==> src/rtl/gpio_port_pkg.sv <==
package gpio_port_pkg;

    localparam int LINES  = 32;
    localparam int DATA_W = 32;
    localparam int BE_W   = DATA_W / 8;
    localparam int CFG_W  = 2 * LINES;

    // word offsets inside the port window
    localparam int OFS_DATA   = 'h00;
    localparam int OFS_DIR    = 'h04;
    localparam int OFS_PAD    = 'h08;
    localparam int OFS_CFG_LO = 'h0C;
    localparam int OFS_CFG_HI = 'h10;
    localparam int OFS_MASK   = 'h14;
    localparam int OFS_STAT   = 'h18;
    localparam int OFS_EDGE   = 'h1C;

    typedef enum logic [0:0] {
        ST_IDLE = 1'b0,
        ST_ACK  = 1'b1
    } bus_state_e;

endpackage

==> src/rtl/gpio_sync.sv <==
module gpio_sync #(
    parameter int WIDTH  = 32,
    parameter int STAGES = 2
) (
    input  logic             clk,
    input  logic             rst_n,
    input  logic [WIDTH-1:0] d,
    output logic [WIDTH-1:0] q
);

    logic [WIDTH-1:0] stage_q [STAGES];

    always_ff @(posedge clk or negedge rst_n) begin
        if (!rst_n) stage_q[0] <= '0;
        else        stage_q[0] <= d;
    end

    for (genvar i = 1; i < STAGES; i++) begin : g_stage
        always_ff @(posedge clk or negedge rst_n) begin
            if (!rst_n) stage_q[i] <= '0;
            else        stage_q[i] <= stage_q[i-1];
        end
    end

    assign q = stage_q[STAGES-1];

endmodule

==> src/rtl/gpio_bus_fsm.sv <==
module gpio_bus_fsm
    import gpio_port_pkg::*;
(
    input  logic clk,
    input  logic rst_n,
    input  logic sel,
    output logic accept,
    output logic ack
);

    bus_state_e state_q, state_d;

    // state register
    always_ff @(posedge clk or negedge rst_n) begin
        if (!rst_n) state_q <= ST_IDLE;
        else        state_q <= state_d;
    end

    // next state
    always_comb begin
        state_d = state_q;
        unique case (state_q)
            ST_IDLE: if (sel) state_d = ST_ACK;
            ST_ACK:  state_d = ST_IDLE;
        endcase
    end

    // outputs
    always_comb begin
        accept = 1'b0;
        ack    = 1'b0;
        unique case (state_q)
            ST_IDLE: accept = sel;
            ST_ACK:  ack    = 1'b1;
        endcase
    end

    assert_ack_single_R2: assert property (@(posedge clk) disable iff (!rst_n)
        ack |=> !ack);

    assert_accept_acked_R2: assert property (@(posedge clk) disable iff (!rst_n)
        accept |=> ack);

endmodule

==> src/rtl/gpio_regfile.sv <==
module gpio_regfile
    import gpio_port_pkg::*;
#(
    parameter int ADDR_W   = 6,
    parameter bit HAS_EDGE = 1'b1
) (
    input  logic              clk,
    input  logic              rst_n,
    input  logic              accept,
    input  logic              we,
    input  logic [ADDR_W-1:0] addr,
    input  logic [BE_W-1:0]   be,
    input  logic [DATA_W-1:0] wdata,
    input  logic [LINES-1:0]  pad_sync,
    input  logic [LINES-1:0]  irq_set,
    output logic [DATA_W-1:0] rdata,
    output logic [LINES-1:0]  data_q,
    output logic [LINES-1:0]  dir_q,
    output logic [CFG_W-1:0]  cfg_q,
    output logic [LINES-1:0]  mask_q,
    output logic [LINES-1:0]  stat_q,
    output logic [LINES-1:0]  edge_q
);

    localparam int HALF = CFG_W / 2;

    logic             full;
    logic             wr_ok;
    logic [LINES-1:0] pad_q;
    logic [LINES-1:0] clr_mask;
    logic [DATA_W-1:0] rd_val;

    assign full  = (be == '1);
    assign wr_ok = accept && we && full;

    assign clr_mask = (wr_ok && addr == ADDR_W'(OFS_STAT)) ? wdata : '0;

    // read multiplexer; invalid strobes and holes read as zero
    always_comb begin
        rd_val = '0;
        if (full) begin
            case (addr)
                ADDR_W'(OFS_DATA):   rd_val = (data_q & dir_q) | (pad_q & ~dir_q);
                ADDR_W'(OFS_DIR):    rd_val = dir_q;
                ADDR_W'(OFS_PAD):    rd_val = pad_q & ~dir_q;
                ADDR_W'(OFS_CFG_LO): rd_val = cfg_q[HALF-1:0];
                ADDR_W'(OFS_CFG_HI): rd_val = cfg_q[CFG_W-1:HALF];
                ADDR_W'(OFS_MASK):   rd_val = mask_q;
                ADDR_W'(OFS_STAT):   rd_val = stat_q;
                ADDR_W'(OFS_EDGE):   rd_val = edge_q;
                default:             rd_val = '0;
            endcase
        end
    end

    always_ff @(posedge clk or negedge rst_n) begin
        if (!rst_n) begin
            data_q <= '0;
            dir_q  <= '0;
            cfg_q  <= '0;
            mask_q <= '0;
            stat_q <= '0;
            pad_q  <= '0;
            rdata  <= '0;
        end else begin
            pad_q  <= pad_sync;
            stat_q <= (stat_q & ~clr_mask) | irq_set;
            if (accept) rdata <= we ? '0 : rd_val;
            if (wr_ok) begin
                case (addr)
                    ADDR_W'(OFS_DATA):   data_q <= wdata;
                    ADDR_W'(OFS_DIR):    dir_q  <= wdata;
                    ADDR_W'(OFS_CFG_LO): cfg_q[HALF-1:0]     <= wdata;
                    ADDR_W'(OFS_CFG_HI): cfg_q[CFG_W-1:HALF] <= wdata;
                    ADDR_W'(OFS_MASK):   mask_q <= wdata;
                    default: ;
                endcase
            end
        end
    end

    if (HAS_EDGE) begin : g_edge
        always_ff @(posedge clk or negedge rst_n) begin
            if (!rst_n)                                edge_q <= '0;
            else if (wr_ok && addr == ADDR_W'(OFS_EDGE)) edge_q <= wdata;
        end

        assert_edge_write_R9: assert property (@(posedge clk) disable iff (!rst_n)
            (accept && we && be == '1 && addr == ADDR_W'(OFS_EDGE)) |=> edge_q == $past(wdata));
    end else begin : g_no_edge
        assign edge_q = '0;
    end

    assert_data_write_R3: assert property (@(posedge clk) disable iff (!rst_n)
        (accept && we && be == '1 && addr == ADDR_W'(OFS_DATA)) |=> data_q == $past(wdata));

    assert_stat_clear_R8: assert property (@(posedge clk) disable iff (!rst_n)
        (accept && we && be == '1 && addr == ADDR_W'(OFS_STAT))
        |=> (stat_q & $past(wdata) & ~$past(irq_set)) == '0);

    assert_stat_sticky_R8: assert property (@(posedge clk) disable iff (!rst_n)
        !(accept && we && be == '1 && addr == ADDR_W'(OFS_STAT))
        |=> (stat_q & $past(stat_q)) == $past(stat_q));

    assert_partial_ignored_R10: assert property (@(posedge clk) disable iff (!rst_n)
        (accept && we && be != '1)
        |=> $stable(data_q) && $stable(dir_q) && $stable(cfg_q) && $stable(mask_q));

endmodule

==> src/rtl/gpio_port.sv <==
module gpio_port
    import gpio_port_pkg::*;
#(
    parameter int ADDR_W      = 6,
    parameter int SYNC_STAGES = 2,
    parameter bit HAS_EDGE    = 1'b1
) (
    input  logic              clk,
    input  logic              rst_n,
    input  logic              bus_sel,
    input  logic              bus_we,
    input  logic [ADDR_W-1:0] bus_addr,
    input  logic [BE_W-1:0]   bus_be,
    input  logic [DATA_W-1:0] bus_wdata,
    output logic              bus_ack,
    output logic [DATA_W-1:0] bus_rdata,
    input  logic [LINES-1:0]  pad_in,
    output logic [LINES-1:0]  pad_out,
    output logic [LINES-1:0]  pad_oe,
    input  logic [LINES-1:0]  irq_set,
    output logic [CFG_W-1:0]  irq_cfg,
    output logic [LINES-1:0]  irq_mask,
    output logic [LINES-1:0]  irq_edge,
    output logic [LINES-1:0]  irq_status
);

    logic             accept;
    logic [LINES-1:0] pad_sync;
    logic [LINES-1:0] data_q;
    logic [LINES-1:0] dir_q;

    gpio_bus_fsm u_fsm (
        .clk    (clk),
        .rst_n  (rst_n),
        .sel    (bus_sel),
        .accept (accept),
        .ack    (bus_ack)
    );

    gpio_sync #(.WIDTH(LINES), .STAGES(SYNC_STAGES)) u_sync (
        .clk   (clk),
        .rst_n (rst_n),
        .d     (pad_in),
        .q     (pad_sync)
    );

    gpio_regfile #(.ADDR_W(ADDR_W), .HAS_EDGE(HAS_EDGE)) u_regs (
        .clk      (clk),
        .rst_n    (rst_n),
        .accept   (accept),
        .we       (bus_we),
        .addr     (bus_addr),
        .be       (bus_be),
        .wdata    (bus_wdata),
        .pad_sync (pad_sync),
        .irq_set  (irq_set),
        .rdata    (bus_rdata),
        .data_q   (data_q),
        .dir_q    (dir_q),
        .cfg_q    (irq_cfg),
        .mask_q   (irq_mask),
        .stat_q   (irq_status),
        .edge_q   (irq_edge)
    );

    assign pad_oe  = dir_q;
    assign pad_out = data_q & dir_q;

    assert_drive_follows_write_R4: assert property (@(posedge clk) disable iff (!rst_n)
        (accept && bus_we && bus_be == '1 && bus_addr == ADDR_W'(OFS_DIR))
        |=> pad_oe == $past(bus_wdata));

endmodule

==> config.mk <==
export PLATFORM = sky130hd
export DESIGN_NAME = gpio_port
export DESIGN_NICKNAME = d
export VERILOG_FILES = /design/src/rtl/gpio_port_pkg.sv /design/src/rtl/gpio_sync.sv /design/src/rtl/gpio_bus_fsm.sv /design/src/rtl/gpio_regfile.sv /design/src/rtl/gpio_port.sv
export SDC_FILE = /design/constraint.sdc
export NUM_CORES = 1
export LEC_CHECK = 0
export ABC_AREA = 0
export BUFFER_PORTS_ARGS = -buffer_cell sky130_fd_sc_hd__buf_2
export CORE_MARGIN = 3
export CORE_UTILIZATION = 45
export DETAILED_ROUTE_END_ITERATION = 8
export HOLD_SLACK_MARGIN = 0.1
export PLACE_DENSITY = 0.71
export SLEW_MARGIN = 10
export SYNTH_ARGS = -nofsm -noshare
export SYNTH_HDL_FRONTEND = slang
export SYNTH_SLANG_ARGS = --single-unit
export TNS_END_PERCENT = 5
==> constraint.sdc <==
create_clock -name clk -period 2.3 [get_ports clk]
set_clock_uncertainty 0.1 [all_clocks]
set_input_delay 0.115 -clock clk [delete_from_list [all_inputs] [get_ports clk]]
set_output_delay 0.115 -clock clk [all_outputs]
set_load 0.005 [all_outputs]
# Yosys cells after proc, flatten, opt, wreduce, memory -nomap -nowiden
# Index checks and enable logic that the tools add are counted.
[word_totals] reg_bits=353 latchBits=0 ram_bits=0 romBits=0 in_bits=110 out_inout_bits=257 word_cells=46 n_memories=0
[classes] n_addsub=0 mul=0 div=0 n_lt_le_gt_ge=0 eq_ne=8 n_shift=0 n_mux=8 bitwise_logic=8 n_reduce_logical=10
[op_table] op="$pmux W32 S8" count=1
[op_table] op="$and A32 B32 Y32" count=3
[op_table] op="$mux W32" count=3
[op_table] op="$not A32 Y32" count=2
[op_table] op="$or A32 B32 Y32" count=2
[op_table] op="$eq A6 B5 Y1 const B" count=4
[op_table] op="$eq A6 B4 Y1 const B" count=2
[op_table] op="$reduce_and A2 Y1" count=5
[op_table] op="$eq A6 B3 Y1 const B" count=1
[op_table] op="$logic_not A6 Y1" count=1
[op_table] op="$eq A4 B4 Y1 const B" count=1
[op_table] op="$logic_and A1 B1 Y1" count=4
[op_table] op="$mux W1" count=3
[op_table] op="$pmux W1 S2" count=1
[op_table] op="$not A1 Y1" count=1

# Logic depth before layout (Yosys ltp)
[depth] ltp_word=8 mapped_depth=7

# Modules after synthesis
# From an unflattened synthesis, not the netlist that was laid out.
[unflattened] hier_cells=1129 area_unflattened_um2=14390.1
[by_module_without_submodules] mod="gpio_regfile" n_inst=1 cells_per_inst=999 area_per_inst_um2=12309.3 seq_area_each_um2=7206.9
[by_module_without_submodules] mod="gpio_sync" n_inst=1 cells_per_inst=96 area_per_inst_um2=1841.8 seq_area_each_um2=1601.5
[by_module_without_submodules] mod="gpio_port" n_inst=1 cells_per_inst=32 area_per_inst_um2=200.2 seq_area_each_um2=0.0
[by_module_without_submodules] mod="gpio_bus_fsm" n_inst=1 cells_per_inst=2 area_per_inst_um2=38.8 seq_area_each_um2=25.0

# Worst setup path before layout
# OpenSTA, ideal clock, no wires.
[synth_path] path_kind="flip-flop to flip-flop" startpoint="register u_fsm.state_q" endpoint="register u_regs.edge_q[10]" arrival_ns=1.811 t_required_ns=2.075 slack_ns=0.264 stages_incl_launch_ff=8 synth_period_minus_slack_ns=2.036 path_cell_list="dfrtp_1 -> nand2b_1 -> clkbuf_1 -> nor2_1 -> and3_1 -> clkbuf_2 -> buf_4 -> mux2_2"
[synth_between] elab_chain_len=4
[synth_lines] item="from (decl)" line_no="gpio_bus_fsm.sv:11" source="bus_state_e state_q, state_d;"
[synth_lines] item="from (signal assigned)" line_no="gpio_bus_fsm.sv:16" source="else state_q <= state_d;"
[synth_lines] item="$mux W1" line_no="gpio_bus_fsm.sv:32" source="unique case (state_q)"
[synth_lines] item="$logic_and A1 B1 Y1 (2 in series)" line_no="gpio_regfile.sv:34" source="assign wr_ok = accept && we && full;"
[synth_lines] item="$logic_and A1 B1 Y1" line_no="gpio_regfile.sv:85" source="else if (wr_ok && addr == ADDR_W'(OFS_EDGE)) edge_q <= wdata;"
[synth_lines] item="to (signal assigned)" line_no="gpio_regfile.sv:85"
[synth_lines] item="to (decl)" line_no="gpio_regfile.sv:22" source="output logic [LINES-1:0] edge_q"
# No other way between the ends.
# A chain may end at the register's enable or synchronous reset.

# Final worst setup path
[layout_path] startpoint="register u_fsm.state_q" endpoint="register u_regs.stat_q[7]"
[layout_between] elab_chain_len=8
[layout_lines] item="$mux W1" line_no="gpio_bus_fsm.sv:32"
[layout_lines] item="$logic_and A1 B1 Y1 (2 in series)" line_no="gpio_regfile.sv:34"
[layout_lines] item="$logic_and A1 B1 Y1" line_no="gpio_regfile.sv:36" source="assign clr_mask = (wr_ok && addr == ADDR_W'(OFS_STAT)) ? wdata : '0;"
[layout_lines] item="$mux W32" line_no="gpio_regfile.sv:36"
[layout_lines] item="$not A32 Y32" line_no="gpio_regfile.sv:67" source="stat_q <= (stat_q & ~clr_mask) | irq_set;"
[layout_lines] item="$and A32 B32 Y32" line_no="gpio_regfile.sv:67"
[layout_lines] item="$or A32 B32 Y32" line_no="gpio_regfile.sv:67"
[layout_lines] item="to (signal assigned)" line_no="gpio_regfile.sv:67"
[layout_lines] item="to (decl)" line_no="gpio_regfile.sv:21" source="output logic [LINES-1:0] stat_q,"
# No other way between the ends.

==> impl_metrics.sql <==
INSERT INTO impl_metrics (metric_group, metric, value, unit) VALUES
('status', 'status', 'completed', ''),
('min_path', 'timing.hold.worst.start', 'pad_in[8]', ''),
('pwr', 'total_leakage_power', '9.674', 'nW'),
('worst_setup_path', 'worstPathCellList', 'nand2b_2 -> buf_4 -> nor4_4 -> buf_4 -> nand2_1 -> a21o_1', ''),
('yosys', 'synth_nets', '1134', ''),
('route', 'detail_route.first_pass.iterations', '7', ''),
('placed_design', 'dpl_cell_area', '16930', 'um^2'),
('run', 'drv_cap', '0', ''),
('min_path', 'whs_path_cells', '2', ''),
('cts', 'cts_tree', 'yes', ''),
('worst_setup_path', 'r2r_cell_count', '6', ''),
('placed_design', 'gp_congestion', '0.8315', ''),
('cts', 'cts_repair_resized_insts', '0', ''),
('route', 'drtAntennaViolNets', '0', ''),
('floorplan', 'ios', '367', ''),
('cts', 'reg_clk_slew_reported_paths', '0.06', 'ns'),
('pwr', 'irDropWorstVdd', '0.8326', 'mV'),
('worst_setup_path', 'timing.critical_path.max_delay_family', 'simple AND/OR/NAND/NOR gates', ''),
('layout', 'fill_cells', '2341', ''),
('placed_design', 'pre_cts_ws', '0.1623', 'ns'),
('yosys', 'synth-seq-area-share', '61.94', '%'),
('worst_setup_path', 'crit_path_end_kind', 'flop', ''),
('yosys', 'synthArstFlopShare', '100.0', '%'),
('timing', 'setup_violations', '0', ''),
('timing', 'tightestPinTransition', '0.5655', 'ns'),
('worst_setup_path', 'crit_slowest_cell', 'sky130_fd_sc_hd__nor4_4', ''),
('layout', 'final_nets', '1628', ''),
('pwr', 'comb_power_share', '5.1', '%'),
('yosys', 'syn_avg_cell_area', '13.93', 'um^2'),
('worst_setup_path', 'slowest_delay', '0.40', 'ns'),
('global_route', 'first_global_vias', '11510', ''),
('cts', 'root_buffer', 'sky130_fd_sc_hd__clkbuf_16', ''),
('worst_setup_path', 'criticalPathCategory', 'reg -> reg', ''),
('global_route', 'grt_max_degree', '64', ''),
('timing', 'timing.fmax', '483.3', 'MHz'),
('pwr', 'internal_power', '10.69', 'mW'),
('cts', 'cts-buffers-inserted', '40', ''),
('timing', 'setup_repair_after_global_routing_missed_its_margin', 'false', ''),
('yosys', 'post_synth_instance_area', '14260', 'um^2'),
('worst_setup_path', 'cp.arrival', '2.37', 'ns'),
('min_path', 'worst_hold_path.endpoint', 'u_sync.stage_q[40]$_DFF_PN0_', ''),
('worst_setup_path', 'timing.reg2reg.setup_slack', '0.23', 'ns'),
('route', 'finalWirelength', '45290', 'um'),
('floorplan', 'die_area', '33870', 'um^2'),
('worst_setup_path', 'critical_path.most_common_cell', 'sky130_fd_sc_hd__buf_4', ''),
('layout', 'finalInstanceArea', '19300', 'um^2'),
('yosys', 'synth.top_cell.area_share', '61.94', '%'),
('timing', 'final.setup.tns', '0', 'ns'),
('floorplan', 'floorplan.initialDensity', '46.14', '%'),
('timing', 'slew_headroom', '62.30', '%'),
('layout', 'p_r_area_growth_vs_syn', '35.35', '%'),
('route', 'post_drt_wl_per_cell', '23.28', 'um'),
('yosys', 'syn_inst', '1024', ''),
('pwr', 'power_density', '705.7', 'nW/um^2'),
('timing', 'final.setup.worst_slack', '0.2310', 'ns'),
('worst_setup_path', 'cp_data_required_time', '2.60', 'ns'),
('worst_setup_path', 'timing.rr.start', 'u_fsm.state_q$_DFF_PN0_', ''),
('yosys', 'synth-warning-count', '0', ''),
('placed_design', 'placement.io_buffers', '366', ''),
('global_route', 'globalRoute.totalOverflow', '0', ''),
('floorplan', 'core_region_area', '30910', 'um^2'),
('cts', 'insertion_delay', '0.52', 'ns'),
('route', 'vias', '11110', ''),
('cts', 'cts_htree_levels', '2', ''),
('route', 'drc', '0', ''),
('floorplan', 'die_w', '184.0', 'um'),
('worst_setup_path', 'crit_path_max_fanout', '17', ''),
('layout', 'drive_above_1_share', '45.61', '%'),
('yosys', 'yosys_register_bits', '353', ''),
('global_route', 'track_usage', '26.17', '%'),
('placed_design', 'dp_hpwl', '29030', 'um');
## power groups by stage
stage	clock network (mW)	registers [mW]	logic, mW
after global placement	0	6.47	0.542
after floorplan	0	6.47	0.152
after global routing	6.97	6.37	0.751
after detailed placement	0	6.48	0.551
after CTS	6.67	6.37	0.685
final	6.57	6.37	0.688
## timing repair
action	in CTS	in global routing
hold endpoints to repair	619	0
setup endpoints to repair	0	0
buffers inserted	0	0
hold buffers	99	0
## worst register-to-register path: cells and delay by family, from the launching register on
family	cells	cell delay, ns
AOI/OAI and AO/OA	1	0.19
buffers and inverters	2	0.59
DFF	1	0.38
and+or+nand+nor	3	0.70
## layout by cell type (no fill, tap or decap), types with 7 or more instances in the layout
| cell | netlist | layout |
|---|---|---|
| sky130_fd_sc_hd__clkbuf_16 | 0 | 42 |
| sky130_fd_sc_hd__o2111ai_1 | 10 | 10 |
| sky130_fd_sc_hd__clkbuf_8 | 0 | 8 |
| sky130_fd_sc_hd__buf_12 | 0 | 14 |
| sky130_fd_sc_hd__dlygate4sd3_1 | 0 | 99 |
| sky130_fd_sc_hd__a21oi_1 | 31 | 31 |
| sky130_fd_sc_hd__o21ai_0 | 13 | 13 |
| sky130_fd_sc_hd__and2_1 | 33 | 33 |
| sky130_fd_sc_hd__clkbuf_1 | 38 | 9 |
| sky130_fd_sc_hd__clkinv_2 | 0 | 8 |
| sky130_fd_sc_hd__dfrtp_1 | 353 | 353 |
| sky130_fd_sc_hd__a22oi_1 | 19 | 19 |
| sky130_fd_sc_hd__nand2_1 | 64 | 63 |
| sky130_fd_sc_hd__nor3b_1 | 32 | 32 |
| sky130_fd_sc_hd__nor3_1 | 12 | 12 |
| sky130_fd_sc_hd__nor2_1 | 27 | 22 |
| sky130_fd_sc_hd__a221o_1 | 19 | 19 |
| sky130_fd_sc_hd__a21o_1 | 32 | 32 |
| sky130_fd_sc_hd__a22o_1 | 24 | 24 |
| sky130_fd_sc_hd__o211ai_1 | 7 | 7 |
| sky130_fd_sc_hd__buf_2 | 6 | 365 |
| sky130_fd_sc_hd__mux2_4 | 30 | 30 |
| sky130_fd_sc_hd__buf_4 | 6 | 35 |
| sky130_fd_sc_hd__a2111oi_0 | 13 | 13 |
| sky130_fd_sc_hd__mux2i_1 | 14 | 14 |
| sky130_fd_sc_hd__mux2_2 | 179 | 179 |
| sky130_fd_sc_hd__a222oi_1 | 19 | 19 |
## synthesized netlist by cell type, drive strengths merged (2+ instances only)
cell     instances
nand2           64
a222oi          19
a21o            32
and3             2
nor3b           33
dfrtp          353
o211ai           7
and2            33
buf             22
nor3            12
nor4             2
a2bb2oi          2
mux2i           14
a22oi           19
a221o           19
nand3            7
o2111ai         10
a2111oi         13
nand4            2
clkbuf          40
o21ai           13
a22o            24
nor2            27
or3b             2
a21oi           31
mux2           212
## logic make-up (layout without fill, tap and decap cells)
family,count (synthesis),after routing,synth area share [%]
muxes,226,226,18.51
DFF,353,353,61.94
buffers and inverters,63,589,2.044
and+or+nand+nor,191,191,7.132
AOI/OAI and AO/OA,191,191,10.38
## worst max-delay path by stage
stage	slack (ns)	endpoint	from	cells after the start
after floorplan	0.26	u_regs.edge_q[10]$_DFFE_PN0P_	u_fsm.state_q$_DFF_PN0_	7
after global placement	0.21	u_regs.stat_q[14]$_DFF_PN0_	bus_addr[1]	6
after detailed placement	0.16	u_regs.rdata[20]$_DFFE_PN0N_	bus_addr[1]	7
after CTS	0.25	u_regs.stat_q[2]$_DFF_PN0_	u_fsm.state_q$_DFF_PN0_	6
after global routing	0.16	u_regs.stat_q[7]$_DFF_PN0_	u_fsm.state_q$_DFF_PN0_	6
final	0.23	u_regs.stat_q[7]$_DFF_PN0_	u_fsm.state_q$_DFF_PN0_	6
## flip-flops by register name, summed over array words and instances (netlist names)
register,count
u_regs.cfg_q,64
u_regs.data_q,32
u_regs.dir_q,32
u_regs.edge_q,32
u_regs.mask_q,32
u_regs.pad_q,32
u_regs.rdata,32
u_regs.stat_q,32
u_sync.q,32
u_sync.stage_q,32
u_fsm.state_q,1
## routing by layer
metal,track usage [%],vias to the layer above,routed length [um]
met1,33.40,5662,17880
met4,9.586,0,1564
met2,44.10,548,22240
met5,0,-,0
li1,-,4782,-
met3,5.817,117,3609
## stage by stage
stage | std cells | hold WS, ns
3_3_place_gp | 1773 | 0.009739
4_1_cts | 1946 | 0.1081
3_5_place_dp | 1773 | 0.01292
5_1_grt | 1946 | 0.1210
2_1_floorplan | 1024 | -0.2806
6_report | 1946 | 0.1239
## area by class of cell
| type | count | area share [%] |
|---|---|---|
| clock buffer | 59 | 6.190 |
| timing repair buffer | 514 | 17.49 |
| clock inverter | 15 | 0.9981 |
| sequential | 353 | 45.76 |
| multi-input combinational | 608 | 26.98 |
| tap | 396 | 2.567 |
| inverter | 1 | 0.01944 |
Power figures use the tool's default switching activity.
